[src/rtl/mdata_hold_port.sv]
module mdata_hold_port #(
  parameter int LVL_W = 6
) (
  input  logic             clk,
  input  logic             rst_n,
  input  logic             fifo_en,
  input  logic             nine_bit,
  input  logic [1:0]       line_mode,
  input  logic [7:0]       fifo_mode,
  input  logic             wr_en,
  input  logic             rd_en,
  input  logic             acc_word,
  input  logic [31:0]      wdata,
  output logic [31:0]      rdata,
  output logic [2:0]       tx_push_cnt,
  output logic [31:0]      tx_push_data,
  input  logic [LVL_W-1:0] tx_free,
  output logic [2:0]       rx_pop_cnt,
  input  logic [31:0]      rx_head,
  input  logic [LVL_W-1:0] rx_level,
  output logic             tx_rdy,
  output logic             rx_rdy,
  output logic             tx_ptr_err,
  output logic             rx_ptr_err
);

  function automatic logic [2:0] need_of(input logic [1:0] m);
    case (m)
      2'd1:    need_of = 3'd2;
      2'd2:    need_of = 3'd4;
      default: need_of = 3'd1;
    endcase
  endfunction

  function automatic logic [2:0] clip(input logic [2:0] want, input logic [LVL_W-1:0] avail);
    clip = (avail < LVL_W'(want)) ? 3'(avail) : want;
  endfunction

  logic       multi;
  logic [2:0] want;
  logic [2:0] tx_grant, rx_grant;
  logic [31:0] rd_pack;

  assign multi    = fifo_en && !nine_bit && (line_mode == 2'd0);
  assign want     = (acc_word && multi) ? 3'd4 : 3'd1;
  assign tx_grant = clip(want, tx_free);
  assign rx_grant = clip(want, rx_level);

  assign tx_push_cnt  = wr_en ? tx_grant : 3'd0;
  assign tx_push_data = wdata;
  assign rx_pop_cnt   = rd_en ? rx_grant : 3'd0;

  for (genvar i = 0; i < 4; i++) begin : g_pack
    assign rd_pack[8*i +: 8] = (rx_grant > 3'(i)) ? rx_head[8*i +: 8] : 8'h00;
  end

  assign tx_rdy = tx_free  >= LVL_W'(need_of(fifo_en ? fifo_mode[1:0] : 2'd0));
  assign rx_rdy = rx_level >= LVL_W'(need_of(fifo_en ? fifo_mode[5:4] : 2'd0));

  always_ff @(posedge clk or negedge rst_n) begin
    if (!rst_n) begin
      rdata      <= '0;
      tx_ptr_err <= 1'b0;
      rx_ptr_err <= 1'b0;
    end else begin
      if (rd_en) rdata <= rd_pack;
      tx_ptr_err <= wr_en && (tx_grant != want);
      rx_ptr_err <= rd_en && (rx_grant != want);
    end
  end

endmodule

[config.mk]
export PLATFORM = sky130hd
export DESIGN_NAME = mdata_hold_port
export DESIGN_NICKNAME = d
export VERILOG_FILES = /design/src/rtl/mdata_hold_port.sv
export SDC_FILE = /design/constraint.sdc
export NUM_CORES = 1
export LEC_CHECK = 0
export BUFFER_PORTS_ARGS = -buffer_cell sky130_fd_sc_hd__buf_2
export CAP_MARGIN = 0
export CELL_PAD_IN_SITES_DETAIL_PLACEMENT = 0
export CELL_PAD_IN_SITES_GLOBAL_PLACEMENT = 1
export CORE_ASPECT_RATIO = 1.5
export CORE_MARGIN = 2
export CORE_UTILIZATION = 30
export CTS_BUF_LIST = sky130_fd_sc_hd__clkbuf_2
export DETAILED_ROUTE_END_ITERATION = 10
export GPL_TIMING_DRIVEN = 0
export HOLD_SLACK_MARGIN = 0.1
export PLACE_DENSITY_LB_ADDON = 0.1
export SYNTH_ARGS = -nofsm -noshare
export SYNTH_HDL_FRONTEND = slang
export SYNTH_SLANG_ARGS = --single-unit
[constraint.sdc]
create_clock -name clk -period 3.85 [get_ports clk]
set_clock_uncertainty 0.2 [all_clocks]
set_input_delay 0.1925 -clock clk [delete_from_list [all_inputs] [get_ports clk]]
set_output_delay 0.1925 -clock clk [all_outputs]
set_load 0.005 [all_outputs]
# Word-level counts from Yosys, hierarchy flattened
# Index checks and enable logic that the tools add are counted.
# classes
magnitude_cmp	8
eq_ne	6
muxes	13
reduce_logical	7
# op_table
op	n
8-bit two-way mux	4
3-bit two-way mux	5
6-bit by 3-bit >= comparator with 1-bit output	2
6-bit by 3-bit less-than comparator with 1-bit output	2
3-bit case mux with 2 select lines	2
3-bit by 1-bit > comparator with 1-bit output (second input constant)	2
3-bit by 2-bit > comparator with 1-bit output (second input constant)	2
3-bit inequality test	2
1-bit logical AND	5
2-bit by 1-bit == test with 1-bit output (second input constant)	2
2-bit == test (second input constant)	2
2-bit two-way mux	2
2-bit zero test	1
1-bit zero test	1
# word_totals
reg_bits	34
inputBits	93
word_cells	37

# Longest topological paths before layout
# logic_depth
word_depth	9
ltp_mapped	10
ltp_nobuf	8

# Worst setup path before layout
# OpenSTA, ideal clock, no wires.
# synth_timing
path_kind	input to register
start	input line_mode[1]
end	register rdata[10]
arrival_ns	2.107
required_time_ns	3.529
setup_slack_ns	1.422
path_stages	10
path_cell_list	nor3b_2 > and2_1 > buf_2 > inv_2 > ha_1 > clkbuf_1 > o21ai_0 > a32oi_1 > a221oi_4 > a22o_1
# synth_between
elab_chain_len	8
# synth_rtl
element	line_no	source
from (decl)	8	input logic [1:0] line_mode,
2-bit zero test *	44	assign multi = fifo_en && !nine_bit && (line_mode == 2'd0);
1-bit logical AND *	44	
1-bit logical AND *	45	assign want = (acc_word && multi) ? 3'd4 : 3'd1;
3-bit two-way mux *	45	
6-bit by 3-bit less-than comparator with 1-bit output	36	clip = (avail < LVL_W'(want)) ? 3'(avail) : want;
3-bit two-way mux *	36	
3-bit by 1-bit > comparator with 1-bit output *	54	assign rd_pack[8*i +: 8] = (rx_grant > 3'(i)) ? rx_head[8*i +: 8] : 8'h00;
8-bit two-way mux *	54	
to (signal assigned)	66	if (rd_en) rdata <= rd_pack;
to (decl)	14	output logic [31:0] rdata,
# Every way passes the cells marked *; elsewhere a longest branch is shown, timed or not.
# A chain may end at the register's enable or synchronous reset.

# Worst setup path in the final report
# layout_timing
start	input line_mode[1]
end	register rdata[4]
# Same word-level chain as after synthesis.

==> summary.txt <==
Job
  – Max cap viols: 0

Route
  – 1st-iter DRT viols: 105
  – Final wirelength: ~6 mm
  – DR vias: 2,089
  – Antenna Violating Nets Remaining: 0
  – DRC Markers: 0
  – TritonRoute pass-1 iters: 4
  – Average wire per standard cell: ~13 µm
  – Vias per cell: about 4.6

Global route
  – Initial antenna violation count: 0
  – Pin count of the biggest net entering global routing: 35
  – First-pass GRT wire length: 9.76 mm
  – Total track usage: 0.160
  – GRT overflow: 0
  – Vias in the first global route: approximately 2,100

Power and ir drop
  – Pwr dens: 234 nW/µm²
  – P_leak: about 0.0018 µW
  – Maximum vdd drop: approximately 0.10 mV

Timing
  – # setup viols final: 0
  – Min Hold Slack: between 0.15 and 0.2 ns
  – RSZ-0062 raised after global routing: false
  – Rel. slew slack: 0.499
  – Final max-slew violation count: 0
  – Final TNS setup: 0 ns
  – Endpoints failing hold: 0
  – Fmax: around 340 MHz
  – Final period demand of the worst path: 2.97 ns
  – Fin crit share: 0.770
  – Final WS setup: slightly below 0.9 ns
  – Worst slew pin tran: between 0.7 and 0.8 ns

Clock tree
  – Hold buffer count at CTS: 44
  – Post-CTS resize count: 0
  – Clock sink total: 34
  – Worst skew pair latency: around 0.36 ns
  – CTS max path bufs: 2
  – CTS tree: yes
  – Num CTS Buffers: 5
  – Clock root cell: clkbuf_2
  – # H-tree levels: 2
  – Clk pin slew, worst setup/hold paths: approximately 0.17 ns
  – Post-CTS setup buffer count: 0

Finish
  – Nets: about 480
  – Share of cells above drive strength 1: 0.475
  – # fillers: 649
  – Antenna cells: 0
  – Layout area overhead: 60.1%
  – Cell Count, Final, Fillers Out: 455

Synthesis
  – Netlist cell types: 35
  – Yosys warnings: 0
  – Mean Syn Cell Area: 10.4 µm²
  – Synth area leader: dfrtp_1
  – Syn Inst Count: 197
  – Synth area leaders: dfrtp_1 42%, buf_4 12%, a22o_1 10%, ha_1 7.4%, mux2i_1 4.9%
  – Syn_nets: just over 300
  – Mapped Area: slightly above 2000 µm²
  – Synth top area share: 0.417
  – Seq/Total Area, Yosys: 0.417
  – #FFs+latches synth: 34

Placed design
  – Input/output buffers: 130
  – DP HPWL: 4.41 mm
  – GPL Wtd Cong: about 0.7
  – Dpl cells: between 400 and 500
  – Setup WS pre-CTS: between 0.9 and 1 ns

Die
  – Cell row count: 36
  – Initial Util: 0.312
  – Die span in x: between 70 and 80 µm
  – Core Area: between 6000 and 7000 µm²
  – Boundary Pins: roughly 170
  – DIE AREA: between 7000 and 8000 µm²
  – Die span in y: approximately 100 µm

Worst hold path
  – Hold WC Path Type: in -> async

Worst setup path
  – Largest fanout on the critical path: 10
  – Arrival time of the worst setup path: a little over 3 ns
  – Req. time, crit path: a little under 4 ns
  – Setup crit start kind: input pin
  – Worst R2R Path Depth: 2
  – Worst r2r src: rdata[4]$_DFFE_PN0P_
  – CP endpoint kind: flip-flop
  – R2r setup slk: 2.34 ns
  – Critical Setup Path Class: in -> reg
  – R2r endpoint: rdata[4]$_DFFE_PN0P_

Outcome
  – Outcome: complete, no violations
final cells by class:
class	count	area, µm²	area share
repair buffers	174	1090	0.334
multi-input cells	110	861	0.264
flip-flops and latches	34	851	0.261
plain buffers	38	272	0.0832
well taps	76	95.1	0.0291
inverters	15	56.3	0.0172
clock buffers	6	30.0	0.00920
clock inverters	2	8.76	0.00268
worst max-delay path by stage:
stage	from	to	slack [ns]	depth (start not counted)
3_5_place_dp	line_mode[1]	rx_pop_cnt[2]	0.93	10
2_1_floorplan	line_mode[1]	rdata[10]$_DFFE_PN0P_	1.42	10
4_1_cts	line_mode[1]	rx_pop_cnt[1]	0.82	11
6_report	line_mode[1]	rdata[4]$_DFFE_PN0P_	0.88	11
3_3_place_gp	line_mode[1]	rx_pop_cnt[2]	0.90	10
5_1_grt	line_mode[1]	rx_pop_cnt[1]	0.65	11
flip-flops by register name, indices dropped and copies added, names as in the netlist:
name / count
rdata: 32
rx_ptr_err: 1
tx_ptr_err: 1
through the flow:
| step | util | area [µm²] | power (µW) |
|---|---|---|---|
| 6_report | 0.500 | 3260 | 763 |
| 3_3_place_gp | 0.426 | 2790 | 573 |
| 3_5_place_dp | 0.426 | 2790 | 575 |
| 5_1_grt | 0.500 | 3260 | 816 |
| 4_1_cts | 0.500 | 3260 | 774 |
| 2_1_floorplan | - | 2040 | 481 |
cell families after synthesis:
kind of cell | after synthesis | share of synthesized area
multiplexers | 10 | 0.0491
buffers and inverters | 53 | 0.161
adder cells (fa/ha/maj) | 12 | 0.0736
flip-flops | 34 | 0.417
AND/OR/NAND/NOR | 40 | 0.102
AO/OA/AOI/OAI | 48 | 0.198
critical path: stages:
cell and delay [ns]:
buf_2 0.11, nor3b_2 0.31, and2_1 0.17, buf_2 0.17, inv_2 0.09, ha_1 0.27, clkbuf_1 0.34, a311oi_2 0.16
nor2_1 0.48, a22o_1 0.22, dlygate4sd3_1 0.56
cell usage after synthesis, drive strengths merged:
cell type and n:
a32oi 1, and2b 1, a31o 1, nand3 2, a221oi 1, clkbuf 3, nand2b 2, a21oi 7
o21ai 5, mux2i 10, o21bai 3, nand2 8, or3 1, and2 3, a311oi 1, inv 15
o211ai 1, nor4 4, dfrtp 34, nor3b 3, ha 12, o211a 1, a22o 24, and3 1
a2bb2oi 2, or4 1, a21boi 1, nor2 14, buf 35
layer usage:
layer	vias up	GRT usage	routed length (µm)
met5	-	0	0
met4	0	0.0539	104
met3	8	0.0309	408
met2	91	0.284	3170
met1	964	0.189	2300
li1	1026	-	-
report_power, final:
part	total, µW	internal [µW]	switching, µW
Combinational	219	129	90.0
Clock	161	44.7	117
Sequential	383	374	8.90
Total	763	548	215
cells in the final DEF (no fill, tap or decap), drive strengths merged, types with 4 or more instances in the layout:
cell	count
dlygate4sd3	44
o21ai	5
nor4	4
a22o	24
clkbuf	9
nor2	14
buf	165
mux2i	10
inv	15
ha	12
nand2	8
a21oi	7
dfrtp	34
No activity file was read; power rests on OpenSTA's default activity.
